**src/rtl/csq_pkg.sv**
```systemverilog
package csq_pkg;

  typedef enum logic [1:0] {
    OP_READ    = 2'b00,
    OP_WRITE   = 2'b01,
    OP_REFRESH = 2'b10,
    OP_NONE    = 2'b11
  } op_e;

  typedef enum logic [3:0] {
    ST_IDLE,
    ST_PRE,
    ST_SHARE,
    ST_SENSE,
    ST_COLRD,
    ST_WLOAD,
    ST_WLATCH,
    ST_WDRIVE,
    ST_DONE
  } st_e;

  typedef struct packed {
    logic pre;
    logic wl;
    logic bsel;
    logic sa;
    logic csel;
  } strobe_t;

endpackage

```
**src/rtl/csq_phase_timer.sv**
```systemverilog
module csq_phase_timer #(
  parameter int CNT_W = 2
) (
  input  logic             clk,
  input  logic             rst_n,
  input  logic             load,
  input  logic [CNT_W-1:0] load_val,
  output logic             last
);

  logic [CNT_W-1:0] cnt_q, cnt_d;

  always_comb begin
    if (load) begin
      cnt_d = load_val;
    end else if (cnt_q != '0) begin
      cnt_d = cnt_q - 1'b1;
    end else begin
      cnt_d = cnt_q;
    end
  end

  always_ff @(posedge clk or negedge rst_n) begin
    if (!rst_n) begin
      cnt_q <= '0;
    end else begin
      cnt_q <= cnt_d;
    end
  end

  assign last = (cnt_q == '0);

endmodule

```
**src/rtl/csq_fsm.sv**
```systemverilog
module csq_fsm
  import csq_pkg::*;
#(
  parameter int T_PRE   = 2,
  parameter int T_SHARE = 2,
  parameter int T_SENSE = 3,
  parameter int CNT_W   = 2
) (
  input  logic             clk,
  input  logic             rst_n,
  input  logic             req_valid,
  input  op_e              req_op,
  input  logic             phase_last,
  output logic             accept,
  output logic             timer_load,
  output logic [CNT_W-1:0] timer_val,
  output op_e              op_q,
  output strobe_t          strb,
  output logic             busy,
  output logic             done
);

  st_e state_q, state_d;
  op_e op_d;

  // Length of a phase minus one, loaded into the timer on entry
  function automatic logic [CNT_W-1:0] phase_len(input st_e st);
    case (st)
      ST_PRE:    phase_len = CNT_W'(T_PRE - 1);
      ST_SHARE:  phase_len = CNT_W'(T_SHARE - 1);
      ST_SENSE:  phase_len = CNT_W'(T_SENSE - 1);
      ST_WDRIVE: phase_len = CNT_W'(T_SHARE - 1);
      default:   phase_len = '0;
    endcase
  endfunction

  assign accept = (state_q == ST_IDLE) && req_valid && (req_op != OP_NONE);

  always_comb begin
    state_d = state_q;
    op_d    = op_q;
    unique case (state_q)
      ST_IDLE: begin
        if (accept) begin
          op_d    = req_op;
          state_d = (req_op == OP_WRITE) ? ST_WLOAD : ST_PRE;
        end
      end
      ST_PRE:    if (phase_last) state_d = ST_SHARE;
      ST_SHARE:  if (phase_last) state_d = ST_SENSE;
      ST_SENSE: begin
        if (phase_last) state_d = (op_q == OP_READ) ? ST_COLRD : ST_DONE;
      end
      ST_COLRD:  state_d = ST_DONE;
      ST_WLOAD:  state_d = ST_WLATCH;
      ST_WLATCH: state_d = ST_WDRIVE;
      ST_WDRIVE: if (phase_last) state_d = ST_DONE;
      ST_DONE:   state_d = ST_IDLE;
      default:   state_d = ST_IDLE;
    endcase
  end

  assign timer_load = (state_d != state_q);
  assign timer_val  = phase_len(state_d);

  always_ff @(posedge clk or negedge rst_n) begin
    if (!rst_n) begin
      state_q <= ST_IDLE;
      op_q    <= OP_READ;
    end else begin
      state_q <= state_d;
      op_q    <= op_d;
    end
  end

  // Strobe decode per state
  always_comb begin
    strb = '0;
    unique case (state_q)
      ST_PRE:    strb.pre = 1'b1;
      ST_SHARE:  begin strb.wl = 1'b1; strb.bsel = 1'b1; end
      ST_SENSE:  begin strb.wl = 1'b1; strb.bsel = 1'b1; strb.sa = 1'b1; end
      ST_COLRD:  begin
        strb.wl = 1'b1; strb.bsel = 1'b1; strb.sa = 1'b1; strb.csel = 1'b1;
      end
      ST_WLOAD:  strb.csel = 1'b1;
      ST_WLATCH: begin strb.csel = 1'b1; strb.sa = 1'b1; end
      ST_WDRIVE: begin strb.wl = 1'b1; strb.bsel = 1'b1; strb.sa = 1'b1; end
      default:   strb = '0;
    endcase
  end

  assign busy = (state_q != ST_IDLE);
  assign done = (state_q == ST_DONE);

endmodule

```
**src/rtl/csq_cell_array.sv**
```systemverilog
module csq_cell_array
  import csq_pkg::*;
#(
  parameter int ROW_W = 3,
  parameter int COL_W = 3
) (
  input  logic             clk,
  input  logic             rst_n,
  input  strobe_t          strb,
  input  logic [ROW_W-1:0] row,
  input  logic [COL_W-1:0] col,
  input  logic             wr_bit,
  output logic             rd_valid,
  output logic             rd_bit
);

  localparam int ROWS = 1 << ROW_W;
  localparam int COLS = 1 << COL_W;

  logic [COLS-1:0] cells_q [ROWS];
  logic [COLS-1:0] amp_q, amp_d;
  logic            sa_prev_q;
  logic            wmode_q, wmode_d;
  logic            rd_valid_d, rd_bit_d;

  logic sa_rise, sense_evt, load_evt, drive_evt, col_evt;

  assign sa_rise   = strb.sa && !sa_prev_q;
  // Row sensed into the amplifiers with the word line open (restores cells)
  assign sense_evt = sa_rise && strb.wl;
  // Column path loads the amplifier while no word line is open
  assign load_evt  = strb.csel && !strb.wl;
  // Amplifier loaded first, then word line opened: it drives the cell
  assign drive_evt = wmode_q && strb.wl && strb.bsel && strb.sa;
  // Sensed value gated onto the I/O lines
  assign col_evt   = strb.csel && strb.wl && strb.sa;

  always_comb begin
    amp_d = amp_q;
    if (sense_evt) begin
      amp_d = cells_q[row];
    end else if (load_evt) begin
      amp_d[col] = wr_bit;
    end
    if (!strb.sa) begin
      wmode_d = 1'b0;
    end else if (sa_rise && !strb.wl) begin
      wmode_d = 1'b1;
    end else begin
      wmode_d = wmode_q;
    end
    rd_valid_d = col_evt;
    rd_bit_d   = col_evt ? amp_q[col] : rd_bit;
  end

  always_ff @(posedge clk or negedge rst_n) begin
    if (!rst_n) begin
      amp_q     <= '0;
      sa_prev_q <= 1'b0;
      wmode_q   <= 1'b0;
      rd_valid  <= 1'b0;
      rd_bit    <= 1'b0;
    end else begin
      amp_q     <= amp_d;
      sa_prev_q <= strb.sa;
      wmode_q   <= wmode_d;
      rd_valid  <= rd_valid_d;
      rd_bit    <= rd_bit_d;
    end
  end

  // Storage cells carry no reset
  always_ff @(posedge clk) begin
    if (drive_evt) begin
      cells_q[row][col] <= amp_q[col];
    end
  end

endmodule

```
**src/rtl/cell_strobe_seq.sv**
```systemverilog
module cell_strobe_seq
  import csq_pkg::*;
#(
  parameter int ROW_W   = 3,
  parameter int COL_W   = 3,
  parameter int T_PRE   = 2,
  parameter int T_SHARE = 2,
  parameter int T_SENSE = 3
) (
  input  logic             clk,
  input  logic             rst_n,
  input  logic             req_valid,
  input  logic [1:0]       req_op,
  input  logic [ROW_W-1:0] req_row,
  input  logic [COL_W-1:0] req_col,
  input  logic             req_wdata,
  output logic             busy,
  output logic             done,
  output logic             pre_en,
  output logic             wl_en,
  output logic             bsel_en,
  output logic             sa_en,
  output logic             csel_en,
  output logic             rd_valid,
  output logic             rd_data
);

  localparam int T_MAX1 = (T_PRE > T_SHARE) ? T_PRE : T_SHARE;
  localparam int T_MAX  = (T_MAX1 > T_SENSE) ? T_MAX1 : T_SENSE;
  localparam int CNT_W  = (T_MAX > 1) ? $clog2(T_MAX) : 1;

  logic             accept, timer_load, phase_last;
  logic [CNT_W-1:0] timer_val;
  op_e              op_q;
  logic [1:0]       op_cur;
  strobe_t          strb;
  logic [ROW_W-1:0] row_q, row_d;
  logic [COL_W-1:0] col_q, col_d;
  logic             wd_q, wd_d;

  assign op_cur = op_q;

  csq_fsm #(
    .T_PRE   (T_PRE),
    .T_SHARE (T_SHARE),
    .T_SENSE (T_SENSE),
    .CNT_W   (CNT_W)
  ) u_fsm (
    .clk        (clk),
    .rst_n      (rst_n),
    .req_valid  (req_valid),
    .req_op     (op_e'(req_op)),
    .phase_last (phase_last),
    .accept     (accept),
    .timer_load (timer_load),
    .timer_val  (timer_val),
    .op_q       (op_q),
    .strb       (strb),
    .busy       (busy),
    .done       (done)
  );

  csq_phase_timer #(.CNT_W(CNT_W)) u_timer (
    .clk      (clk),
    .rst_n    (rst_n),
    .load     (timer_load),
    .load_val (timer_val),
    .last     (phase_last)
  );

  // Address and data captured with a clock enable on acceptance
  always_comb begin
    row_d = accept ? req_row   : row_q;
    col_d = accept ? req_col   : col_q;
    wd_d  = accept ? req_wdata : wd_q;
  end

  always_ff @(posedge clk or negedge rst_n) begin
    if (!rst_n) begin
      row_q <= '0;
      col_q <= '0;
      wd_q  <= 1'b0;
    end else begin
      row_q <= row_d;
      col_q <= col_d;
      wd_q  <= wd_d;
    end
  end

  csq_cell_array #(.ROW_W(ROW_W), .COL_W(COL_W)) u_array (
    .clk      (clk),
    .rst_n    (rst_n),
    .strb     (strb),
    .row      (row_q),
    .col      (col_q),
    .wr_bit   (wd_q),
    .rd_valid (rd_valid),
    .rd_bit   (rd_data)
  );

  assign pre_en  = strb.pre;
  assign wl_en   = strb.wl;
  assign bsel_en = strb.bsel;
  assign sa_en   = strb.sa;
  assign csel_en = strb.csel;

endmodule

```
**config.mk**
```make
export PLATFORM = sky130hd
export DESIGN_NAME = cell_strobe_seq
export DESIGN_NICKNAME = d
export VERILOG_FILES = /design/src/rtl/csq_pkg.sv /design/src/rtl/csq_phase_timer.sv /design/src/rtl/csq_fsm.sv /design/src/rtl/csq_cell_array.sv /design/src/rtl/cell_strobe_seq.sv
export SDC_FILE = /design/constraint.sdc
export NUM_CORES = 1
export LEC_CHECK = 0
export ABC_CLOCK_PERIOD_IN_PS = 4500
export BUFFER_PORTS_ARGS = -buffer_cell sky130_fd_sc_hd__buf_2
export CELL_PAD_IN_SITES_DETAIL_PLACEMENT = 1
export CELL_PAD_IN_SITES_GLOBAL_PLACEMENT = 2
export CORE_MARGIN = 2
export CORE_UTILIZATION = 45
export DETAILED_ROUTE_END_ITERATION = 7
export PLACE_DENSITY = 0.92
export SLEW_MARGIN = 20
export SYNTH_ARGS = -nofsm -noshare
export SYNTH_HDL_FRONTEND = slang
export SYNTH_SLANG_ARGS = --single-unit
export TNS_END_PERCENT = 20
```
**constraint.sdc**
```tcl
create_clock -name clk -period 4.5 [get_ports clk]
set_clock_uncertainty 0.2 [all_clocks]
set_input_delay 0.9 -clock clk [delete_from_list [all_inputs] [get_ports clk]]
set_output_delay 0.9 -clock clk [all_outputs]
set_load 0.02 [all_outputs]
```
==> results.py, run 1 <==
metrics = {
    "sta": {
        "maxSlewViolCount": 0,
        "period_minus_slack_ns": 2.86,
        "max_slew.worst_pin.slew_ns": 0.858,
        "fin_setup_tns_ns": 0,
        "hold_violations": 0,
        "slew_headroom": 0.428,
        "setup_violations": 0,
        "rsz0062_at_grt": "false",
        "fin_crit_sh": 0.636,
        "clock.fmax_mhz": 349,
    },
    "clock_tree": {
        "clock_latency_ns": 0.37,
        "hold_buffers": 0,
        "clockRootBuffer": "clkbuf_8",
        "cts_setup_buffers": 0,
        "cts_tree": "done",
        "numCtsBuffers": 9,
        "clkTransAtPathRegs_ns": 0.09,
        "ctsHtreeMaxLevel": 3,
        "ctsResizeCount": 0,
        "cts_buffer_depth": 2,
        "cts_sinks": 91,
    },
    "logic_synthesis": {
        "syn_nets": 404,
        "synthArstFlopShare": 0.297,
        "syn_area_per_cell_sq_um": 11.3,
        "synth-edff-count": 64,
        "ys_types": 55,
        "ys_ff_latch": 91,
        "netlist_instances": 391,
        "synth_area_sq_um": 4400,
        "yosys_warnings": 0,
        "synth_ff_type": "edfxtp_1",
        "yosysSeqAreaShare": 0.590,
    },
    "floorplan": {
        "start_util": 0.457,
        "die_area_sq_um": 10600,
        "ios": 21,
        "rows": 36,
        "fp.coreArea_sq_um": 9640,
        "die_y_um": 103,
        "die_w_um": 103,
    },
    "placed_design": {
        "port_buffers": 20,
        "gp_congestion": 0.809,
        "hpwl_mm": 7.12,
    },
    "cells_and_area": {
        "areaGrowthSynthToFinish_pct": 8.30,
        "fin_nets": 412,
        "fillers": 1045,
        "final_layout_size_suffix_gt1_frac": 0.166,
        "fin_util": 0.495,
        "num_antenna_cells": 0,
    },
    "worst_setup_path": {
        "cp.required_ns": 3.40,
        "path_max_fanout": 15,
        "cp.arrival_ns": 1.76,
        "cp-end-kind": "output port",
        "cp-start-kind": "flip-flop",
        "crit_type": "reg2out",
        "ff2ff_path_depth": 4,
    },
    "pwr": {
        "power.density_nw_per_um2": 723,
        "combPwrFrac": 0.420,
        "power.internal_mw": 1.97,
        "p_clk_frac": 0.151,
        "p_leak_nw": 1.64,
        "p_sw_frac": 0.428,
        "vdd.ir_drop.worst_mv": 0.373,
        "p_seq_frac": 0.429,
        "power_switching_mw": 1.48,
    },
    "global_route": {
        "grt_pass1_vias": 3104,
        "antenna_found_initial": 0,
        "overflow": 0,
        "grt_first_pass_wirelength_mm": 16.7,
        "grtUsageTotal": 0.212,
        "grt_max_degree": 66,
    },
    "worst_hold_path": {
        "holdPathStages": 1,
        "min_path_type": "reg2reg",
    },
    "drt": {
        "viasPerCell": 5.73,
        "drc_errors": 0,
        "first_pass_iters": 4,
        "dr_total_vias": 3079,
        "ant_nets": 0,
        "avgRoutedWirePerCell_um": 19.7,
        "drt_iter0_drc": 144,
        "wirelength_mm": 10.6,
    },
    "status": {
        "status": "finished, final reports clean",
    },
    "flow_run": {
        "drv_cap": 0,
    },
}
[synthesized netlist by cell type (6+ instances only)]
cell       n  share of area
nor2_1    72          0.061
dfrtp_1   27           0.15
nand2_2    7         0.0099
nand3b_1   6          0.010
edfxtp_1  64           0.44
a31oi_1   12          0.017
nand2b_1   6         0.0085
nand2_1   18          0.015
a22oi_1    6          0.010
mux2_2    11          0.028
clkbuf_1  20          0.017
a21oi_1   12          0.014
o21ai_0   19          0.022
nor2b_1    7         0.0099
inv_1     10         0.0085
nand3_1    9          0.010
mux2i_1   16          0.036
[cell families after synthesis]
kind of cell	after synthesis	share of synthesized area
simple gates	146	0.159
flops	91	0.590
compound gates	82	0.130
buf+inv	38	0.0355
mux	29	0.0748
xor+xnor	4	0.00796
fa+ha+maj	1	0.00284
[through the flow]
| step | cell area, sq um | hold WS [ns] | power (mW) | setup WS [ns] | std cells |
|---|---|---|---|---|---|
| floorplan | 4400 | 0.252 | 2.50 | 1.88 | 391 |
| global placement | 4590 | 0.276 | 2.87 | 1.89 | 521 |
| detailed placement | 4590 | 0.286 | 2.94 | 1.83 | 521 |
| CTS | 4770 | 0.306 | 3.46 | 1.65 | 537 |
| global route | 4770 | 0.332 | 3.66 | 1.46 | 537 |
| finish | 4770 | 0.307 | 3.45 | 1.64 | 537 |
[metal layers]
| layer | vias to the layer above | wire length [um] | part of all wire | global-route usage |
|---|---|---|---|---|
| met5 | - | 0 | 0 | 0 |
| met4 | 0 | 125 | 0.012 | 0.0628 |
| met3 | 11 | 477 | 0.045 | 0.0454 |
| met2 | 61 | 5320 | 0.50 | 0.347 |
| met1 | 1568 | 4660 | 0.44 | 0.286 |
| li1 | 1439 | - | - | - |
[registers in the layout (all words and copies together), names as in the netlist]
signal / cells
wd_q: 1
u_array.amp_q: 8
u_fsm.state_q: 4
u_array.rd_valid: 1
u_array.cells_q: 64
row_q: 3
col_q: 3
u_array.sa_prev_q: 1
u_timer.cnt_q: 2
u_fsm.op_q: 2
u_array.rd_bit: 1
u_array.wmode_q: 1
[cell type report]
| type | instances | area, sq um | area share |
|---|---|---|---|
| clock inverters | 5 | 38.8 | 0.00814 |
| inverters | 10 | 37.5 | 0.00787 |
| multi-input cells | 262 | 1650 | 0.346 |
| flip-flops and latches | 91 | 2600 | 0.545 |
| well taps | 133 | 166 | 0.0349 |
| repair buffers | 25 | 138 | 0.0289 |
| clock buffers | 11 | 141 | 0.0297 |
[power by group through the flow]
stage / Clock (mW) / Sequential [mW] / Combinational, mW
detailed placement: 0 / 1.49 / 1.45
CTS: 0.532 / 1.48 / 1.45
finish: 0.521 / 1.48 / 1.45
global placement: 0 / 1.48 / 1.39
floorplan: 0 / 1.33 / 1.16
global route: 0.559 / 1.51 / 1.59
[path summary, 6_finish.rpt]
path,from,to,slack [ns]
min in group asynchronous,rst_n,u_timer.cnt_q[0]$_DFFE_PN0P_,0.35
setup reg to reg,u_fsm.state_q[3]$_DFF_PN0_,u_array.amp_q[5]$_DFFE_PN0P_,1.78
setup / recovery,u_fsm.state_q[1]$_DFF_PN0_,bsel_en,1.64
hold reg to reg,u_fsm.op_q[0]$_DFFE_PN0P_,u_fsm.op_q[0]$_DFFE_PN0P_,0.31
max in group asynchronous,rst_n,u_array.amp_q[4]$_DFFE_PN0P_,3.34
hold / removal,u_fsm.op_q[0]$_DFFE_PN0P_,u_fsm.op_q[0]$_DFFE_PN0P_,0.31
[placed cells by master (no fill, tap or decap), types with 11 or more instances in the layout]
cell type and instances:
mux2i_1 16, a21oi_1 12, edfxtp_1 64, a31oi_1 12, mux2_2 11, o21ai_0 19
dfrtp_1 27, buf_2 20, nand2_1 18, nor2_1 72
[worst max-delay path, stage by stage, from the launching register on]
cell,delay [ns]
dfrtp_1,0.65
inv_1,0.23
xnor2_1,0.27
nor2_1,0.07
buf_2,0.18
Power figures use the tool's default switching activity.
==> run 2, diff against run 1 <==
- ABC_CLOCK_PERIOD_IN_PS: 4500 -> 2500
- CORE_UTILIZATION: 45 -> 37
- PLACE_DENSITY: 0.92 -> 0.82
- clock period: 4.5 -> 2.5 ns (I/O delays scaled with it)
==> run 2 against run 1 <==
Net effect: non-clock buffer count up 12; core utilization down 6.2 points; sequential share of layout area decreased by 2.4 points; the run now ends with DRC left; worst setup slack worse by 1.5 ns; highest routed layer unchanged; combinational power up 110%; largest cell class unchanged.
==> results.py, run 2 (same netlist as run 1, synthesis figures left out) <==
metrics = {
    "global_route": {
        "overflow": 0,
        "antenna_found_initial": 0,
        "grt_pass1_vias": 3352,
        "grt_first_pass_wirelength_mm": 18.2,
        "grtUsageTotal": 0.187,
        "grt_max_degree": 65,
    },
    "sta": {
        "clock.fmax_mhz": 421,
        "setup_violations": 0,
        "maxSlewViolCount": 0,
        "fin_setup_tns_ns": 0,
        "hold_violations": 0,
        "max_slew.worst_pin.slew_ns": 0.693,
        "layout_setup_ws_ns": 0.125,
        "period_minus_slack_ns": 2.38,
        "slew_headroom": 0.538,
        "fin_crit_sh": 0.950,
        "rsz0062_at_grt": "false",
    },
    "cells_and_area": {
        "areaGrowthSynthToFinish_pct": 13.2,
        "largest_register": "u_array.cells_q",
        "final_common_cell": "nor2_1",
        "seqCellArea_sq_um": 2600,
        "fin_nets": 424,
        "largest_register_ffs": 64,
        "fin_util": 0.433,
        "layout.cells.non_filler": 559,
        "mostFrequentLayoutCells": "nor2_1 (72), edfxtp_1 (64), dfrtp_1 (27), buf_2 (20), o21ai_0 (19)",
        "num_antenna_cells": 0,
        "top_regs": "u_array.cells_q: 64 flops, u_array.amp_q: 8 flops, u_fsm.state_q: 4 flops",
        "final_layout_size_suffix_gt1_frac": 0.188,
        "multi_input_area_sq_um": 1650,
        "fillers": 1265,
    },
    "pwr": {
        "power.density_nw_per_um2": 1370,
        "p_total_mw": 6.81,
        "vdd.ir_drop.worst_mv": 0.812,
        "p_leak_nw": 1.75,
    },
    "floorplan": {
        "fp.coreArea_sq_um": 11500,
        "die_y_um": 113,
        "ios": 21,
        "die_w_um": 113,
        "start_util": 0.382,
        "rows": 39,
        "die_area_sq_um": 12800,
    },
    "clock_tree": {
        "cts_setup_buffers": 0,
        "clock_latency_ns": 0.35,
        "cts_sinks": 91,
        "ctsResizeCount": 0,
        "cts_tree": "done",
        "numCtsBuffers": 9,
        "clockRootBuffer": "clkbuf_16",
        "clkTransAtPathRegs_ns": 0.06,
        "cts_buffer_depth": 2,
        "ctsHtreeMaxLevel": 3,
    },
    "placed_design": {
        "hpwl_mm": 7.58,
        "preCtsSetupSlack_ns": 0.161,
        "gp_congestion": 0.801,
        "dp.cells": 542,
        "port_buffers": 20,
    },
    "worst_setup_path": {
        "crit_start": "u_fsm.state_q[0]$_DFF_PN0_",
        "cp.arrival_ns": 1.68,
        "r2r_end": "u_array.cells_q[3][2]$_DFFE_PP_",
        "crit_type": "reg2out",
        "cp-end-kind": "output port",
        "path_max_fanout": 14,
        "slowest_delay_ns": 0.40,
        "ff2ff_path_depth": 5,
        "crit_chain": "buf_4 -> nand2b_1 -> xnor2_1 -> nor2_1 -> buf_2",
        "slowest_stage": "dfrtp_1",
        "cp.required_ns": 1.80,
        "r2r_setup_slack_ns": 0.18,
        "cp-start-kind": "flip-flop",
        "r2r-start": "u_fsm.state_q[0]$_DFF_PN0_",
        "crit_end": "wl_en",
    },
    "status": {
        "violations": "DRC",
        "status": "finished with violations",
    },
    "drt": {
        "avgRoutedWirePerCell_um": 20.2,
        "dr_total_vias": 3152,
        "drc_errors": 2,
        "wirelength_mm": 11.3,
        "ant_nets": 0,
        "first_pass_iters": 6,
        "viasPerCell": 5.64,
        "drt_iter0_drc": 216,
    },
    "worst_hold_path": {
        "min_path_type": "in2reg",
        "holdPathStages": 2,
    },
    "flow_run": {
        "drv_cap": 0,
    },
}
==> run 2: critical path: cells and delay by family (launching register included) <==
family / cells / cell delay [ns]
xor gates and xnor gates: 1 / 0.17
and+or+nand+nor: 2 / 0.37
DFF: 1 / 0.40
buffers and inverters: 2 / 0.39
==> run 2: cell type report <==
class,count,share of cell area
sequential,91,0.521
timing repair buffer,37,0.0487
tap,143,0.0359
inverter,10,0.00753
multi-input combinational,262,0.331
clock buffer,9,0.0452
clock inverter,7,0.0105
==> run 2: worst min-delay path by stage <==
stage,start,endpoint,slack [ns]
2_1_floorplan,rst_n,col_q[0]$_DFFE_PN0P_,0.004
3_3_place_gp,u_fsm.op_q[0]$_DFFE_PN0P_,u_fsm.op_q[0]$_DFFE_PN0P_,0.27
3_5_place_dp,u_fsm.op_q[1]$_DFFE_PN0P_,u_fsm.op_q[1]$_DFFE_PN0P_,0.28
4_1_cts,req_wdata,wd_q$_DFFE_PN0P_,0.18
5_1_grt,req_col[1],col_q[1]$_DFFE_PN0P_,0.20
6_report,req_wdata,wd_q$_DFFE_PN0P_,0.19
==> run 2: timing repair <==
item / CTS / global route
endpoints found under the setup margin: 0 / 0
hold buffers: 1 / 0
endpoints found under the hold margin: 27 / 0
==> run 2: through the flow <==
step                area [sq um]  hold slack [ns]
floorplan                   4400          0.00441
global placement            4690            0.272
detailed placement          4690            0.282
CTS                         4980            0.181
global route                4980            0.195
finish                      4980            0.188
==> run 2: per-layer routing <==
| layer | wire length [um] | vias up | GRT usage |
|---|---|---|---|
| met5 | 0 | - | 0 |
| met4 | 200 | 0 | 0.0813 |
| met3 | 370 | 13 | 0.0311 |
| met2 | 5530 | 54 | 0.301 |
| met1 | 5170 | 1621 | 0.251 |
| li1 | - | 1464 | - |
==> run 2: where the power goes <==
group | switching (mW) | internal [mW]
Combinational | 1.92 | 1.07
Clock | 0.596 | 0.681
Sequential | 0.295 | 2.25
Total | 2.81 | 4.00
==> run 3, diff against run 2 <==
- CORE_ASPECT_RATIO: default -> 1.1
==> run 3 against run 2 <==
Net effect: the run now ends clean; non-clock buffer count grew 3; largest power group unchanged; global-route usage decreased by 0.34 points; cell count rose by 1.8%; critical endpoint is now bsel_en; wire length shrank 2.8%; cell area is 0.88% higher; register-to-register slack improved by 0.03 ns; first-iteration DRC count fell by 33%; via count is 2.4% lower; highest routed layer unchanged; clock power grew 6%; sequential power about the same; worst setup slack improved by 0.043 ns.
==> results.py, run 3 (same netlist as run 1, synthesis figures left out) <==
metrics = {
    "status": {
        "status": "finished, final reports clean",
    },
    "sta": {
        "fin_crit_sh": 0.933,
        "rsz0062_at_grt": "false",
        "maxSlewViolCount": 0,
        "clock.fmax_mhz": 429,
        "slew_headroom": 0.561,
        "max_slew.worst_pin.slew_ns": 0.659,
        "setup_violations": 0,
        "period_minus_slack_ns": 2.33,
        "hold_violations": 0,
        "fin_setup_tns_ns": 0,
    },
    "pwr": {
        "p_sw_frac": 0.398,
        "p_seq_frac": 0.370,
        "power.density_nw_per_um2": 1350,
        "combPwrFrac": 0.430,
        "power_switching_mw": 2.70,
        "p_total_mw": 6.79,
        "p_clk_frac": 0.200,
        "power.internal_mw": 4.09,
        "vdd.ir_drop.worst_mv": 0.772,
        "p_leak_nw": 1.76,
    },
    "clock_tree": {
        "hold_buffers": 1,
        "cts_tree": "done",
        "numCtsBuffers": 9,
        "clockRootBuffer": "clkbuf_16",
        "cts_buffer_depth": 2,
        "cts_sinks": 91,
        "ctsResizeCount": 0,
        "clock_latency_ns": 0.34,
        "clkTransAtPathRegs_ns": 0.06,
        "ctsHtreeMaxLevel": 3,
        "cts_setup_buffers": 0,
    },
    "worst_setup_path": {
        "cp-start-kind": "flip-flop",
        "cp-end-kind": "output port",
        "cp.required_ns": 1.80,
        "path_max_fanout": 14,
        "ff2ff_path_depth": 4,
        "crit_type": "reg2out",
        "r2r_setup_slack_ns": 0.21,
        "r2r-start": "col_q[2]$_DFFE_PN0P_",
        "r2r_end": "u_array.cells_q[2][1]$_DFFE_PP_",
        "cp.arrival_ns": 1.63,
    },
    "drt": {
        "drt_iter0_drc": 144,
        "viasPerCell": 5.41,
        "dr_wl_met3_um": 213,
        "first_pass_iters": 4,
        "ant_nets": 0,
        "wirelength_mm": 11.0,
        "avgRoutedWirePerCell_um": 19.2,
        "dr_total_vias": 3077,
        "route.met2.wl_mm": 5.74,
        "drc_errors": 0,
        "met1Wirelength_mm": 4.85,
        "routed.top_layer": "met4",
    },
    "floorplan": {
        "ios": 21,
        "rows": 41,
        "start_util": 0.381,
        "die_w_um": 108,
        "fp.coreArea_sq_um": 11500,
        "die_area_sq_um": 12800,
        "die_y_um": 118,
    },
    "cells_and_area": {
        "fin_nets": 427,
        "top_regs": "u_array.cells_q: 64 flops, u_array.amp_q: 8 flops, u_fsm.state_q: 4 flops",
        "stdcell_area_sq_um": 5030,
        "largest_register_ffs": 64,
        "num_antenna_cells": 0,
        "final_common_cell": "nor2_1",
        "areaGrowthSynthToFinish_pct": 14.2,
        "mostFrequentLayoutCells": "nor2_1 (72), edfxtp_1 (64), dfrtp_1 (27), buf_2 (20)",
        "final_layout_size_suffix_gt1_frac": 0.189,
        "largest_register": "u_array.cells_q",
    },
    "placed_design": {
        "gp_congestion": 0.791,
        "place_area_sq_um": 4710,
        "port_buffers": 20,
        "hpwl_mm": 7.59,
    },
    "global_route": {
        "grtUsageTotal": 0.184,
        "grt_first_pass_wirelength_mm": 17.8,
        "grt_max_degree": 65,
        "grt_pass1_vias": 3293,
        "antenna_found_initial": 0,
        "overflow": 0,
    },
    "worst_hold_path": {
        "hp-start": "req_col[1]",
        "min_path_type": "in2reg",
        "holdPathStages": 2,
        "hold_end": "col_q[1]$_DFFE_PN0P_",
    },
    "flow_run": {
        "drv_cap": 0,
    },
}
run 3: changes by cell type in the layout (fill, tap and decap cells not counted):
cell / before / now
buf_4: 15 / 19
clkbuf_1: 0 / 3
clkbuf_16: 9 / 11
clkinv_4: 3 / 1
inv_6: 2 / 0
buf_12: 1 / 0
clkinv_1: 1 / 0
clkinv_2: 1 / 0
clkinvlp_4: 0 / 1
run 3: through the flow:
step / instances / hold slack [ns] / setup slack, ns / utilization
finish: 569 / 0.187 / 0.168 / 0.435
floorplan: 391 / 0.00441 / 0.122 / -
global placement: 552 / 0.265 / 0.274 / 0.408
global route: 569 / 0.183 / 0.0351 / 0.435
detailed placement: 552 / 0.284 / 0.198 / 0.408
CTS: 569 / 0.175 / 0.140 / 0.435
run 3: worst max path at each step:
stage                                     startpoint                               to  slack, ns
after floorplan                 col_q[0]$_DFFE_PN0P_       u_array.rd_bit$_DFFE_PN0P_       0.12
after global placement    u_fsm.state_q[0]$_DFF_PN0_  u_array.cells_q[4][1]$_DFFE_PP_       0.27
after detailed placement  u_fsm.state_q[0]$_DFF_PN0_  u_array.cells_q[4][4]$_DFFE_PP_       0.20
after CTS                 u_fsm.state_q[0]$_DFF_PN0_                          bsel_en       0.14
after global routing      u_fsm.state_q[0]$_DFF_PN0_                          bsel_en       0.04
final                     u_fsm.state_q[0]$_DFF_PN0_                          bsel_en       0.17
run 3: worst max-delay path, stage by stage, from the launching register on:
cell and delay, ns:
dfrtp_1 0.38, buf_4 0.19, nand2b_1 0.24, xnor2_1 0.18, nor2_1 0.13, buf_2 0.18
run 3: area by class of cell:
| type | count | area, sq um |
|---|---|---|
| Clock buffer | 14 | 287 |
| Tap cell | 150 | 188 |
| Fill cell | 1263 | 6520 |
| Clock inverter | 2 | 16.3 |
| Inverter | 10 | 37.5 |
| Timing Repair Buffer | 40 | 253 |
| Sequential cell | 91 | 2600 |
| Multi-Input combinational cell | 262 | 1650 |
run 3: routing by layer:
metal,up-vias,track usage
met5,-,0
met1,1576,0.228
met2,25,0.324
met3,9,0.0298
li1,1467,-
met4,0,0.0577
run 3: power groups by stage:
| stage | Clock (mW) | Sequential [mW] | Combinational [mW] |
|---|---|---|---|
| 3_5_place_dp | 0 | 2.55 | 2.92 |
| 3_3_place_gp | 0 | 2.54 | 2.85 |
| 6_report | 1.36 | 2.51 | 2.92 |
| 4_1_cts | 1.39 | 2.52 | 2.94 |
| 5_1_grt | 1.44 | 2.55 | 3.23 |
| 2_1_floorplan | 0 | 2.40 | 2.10 |
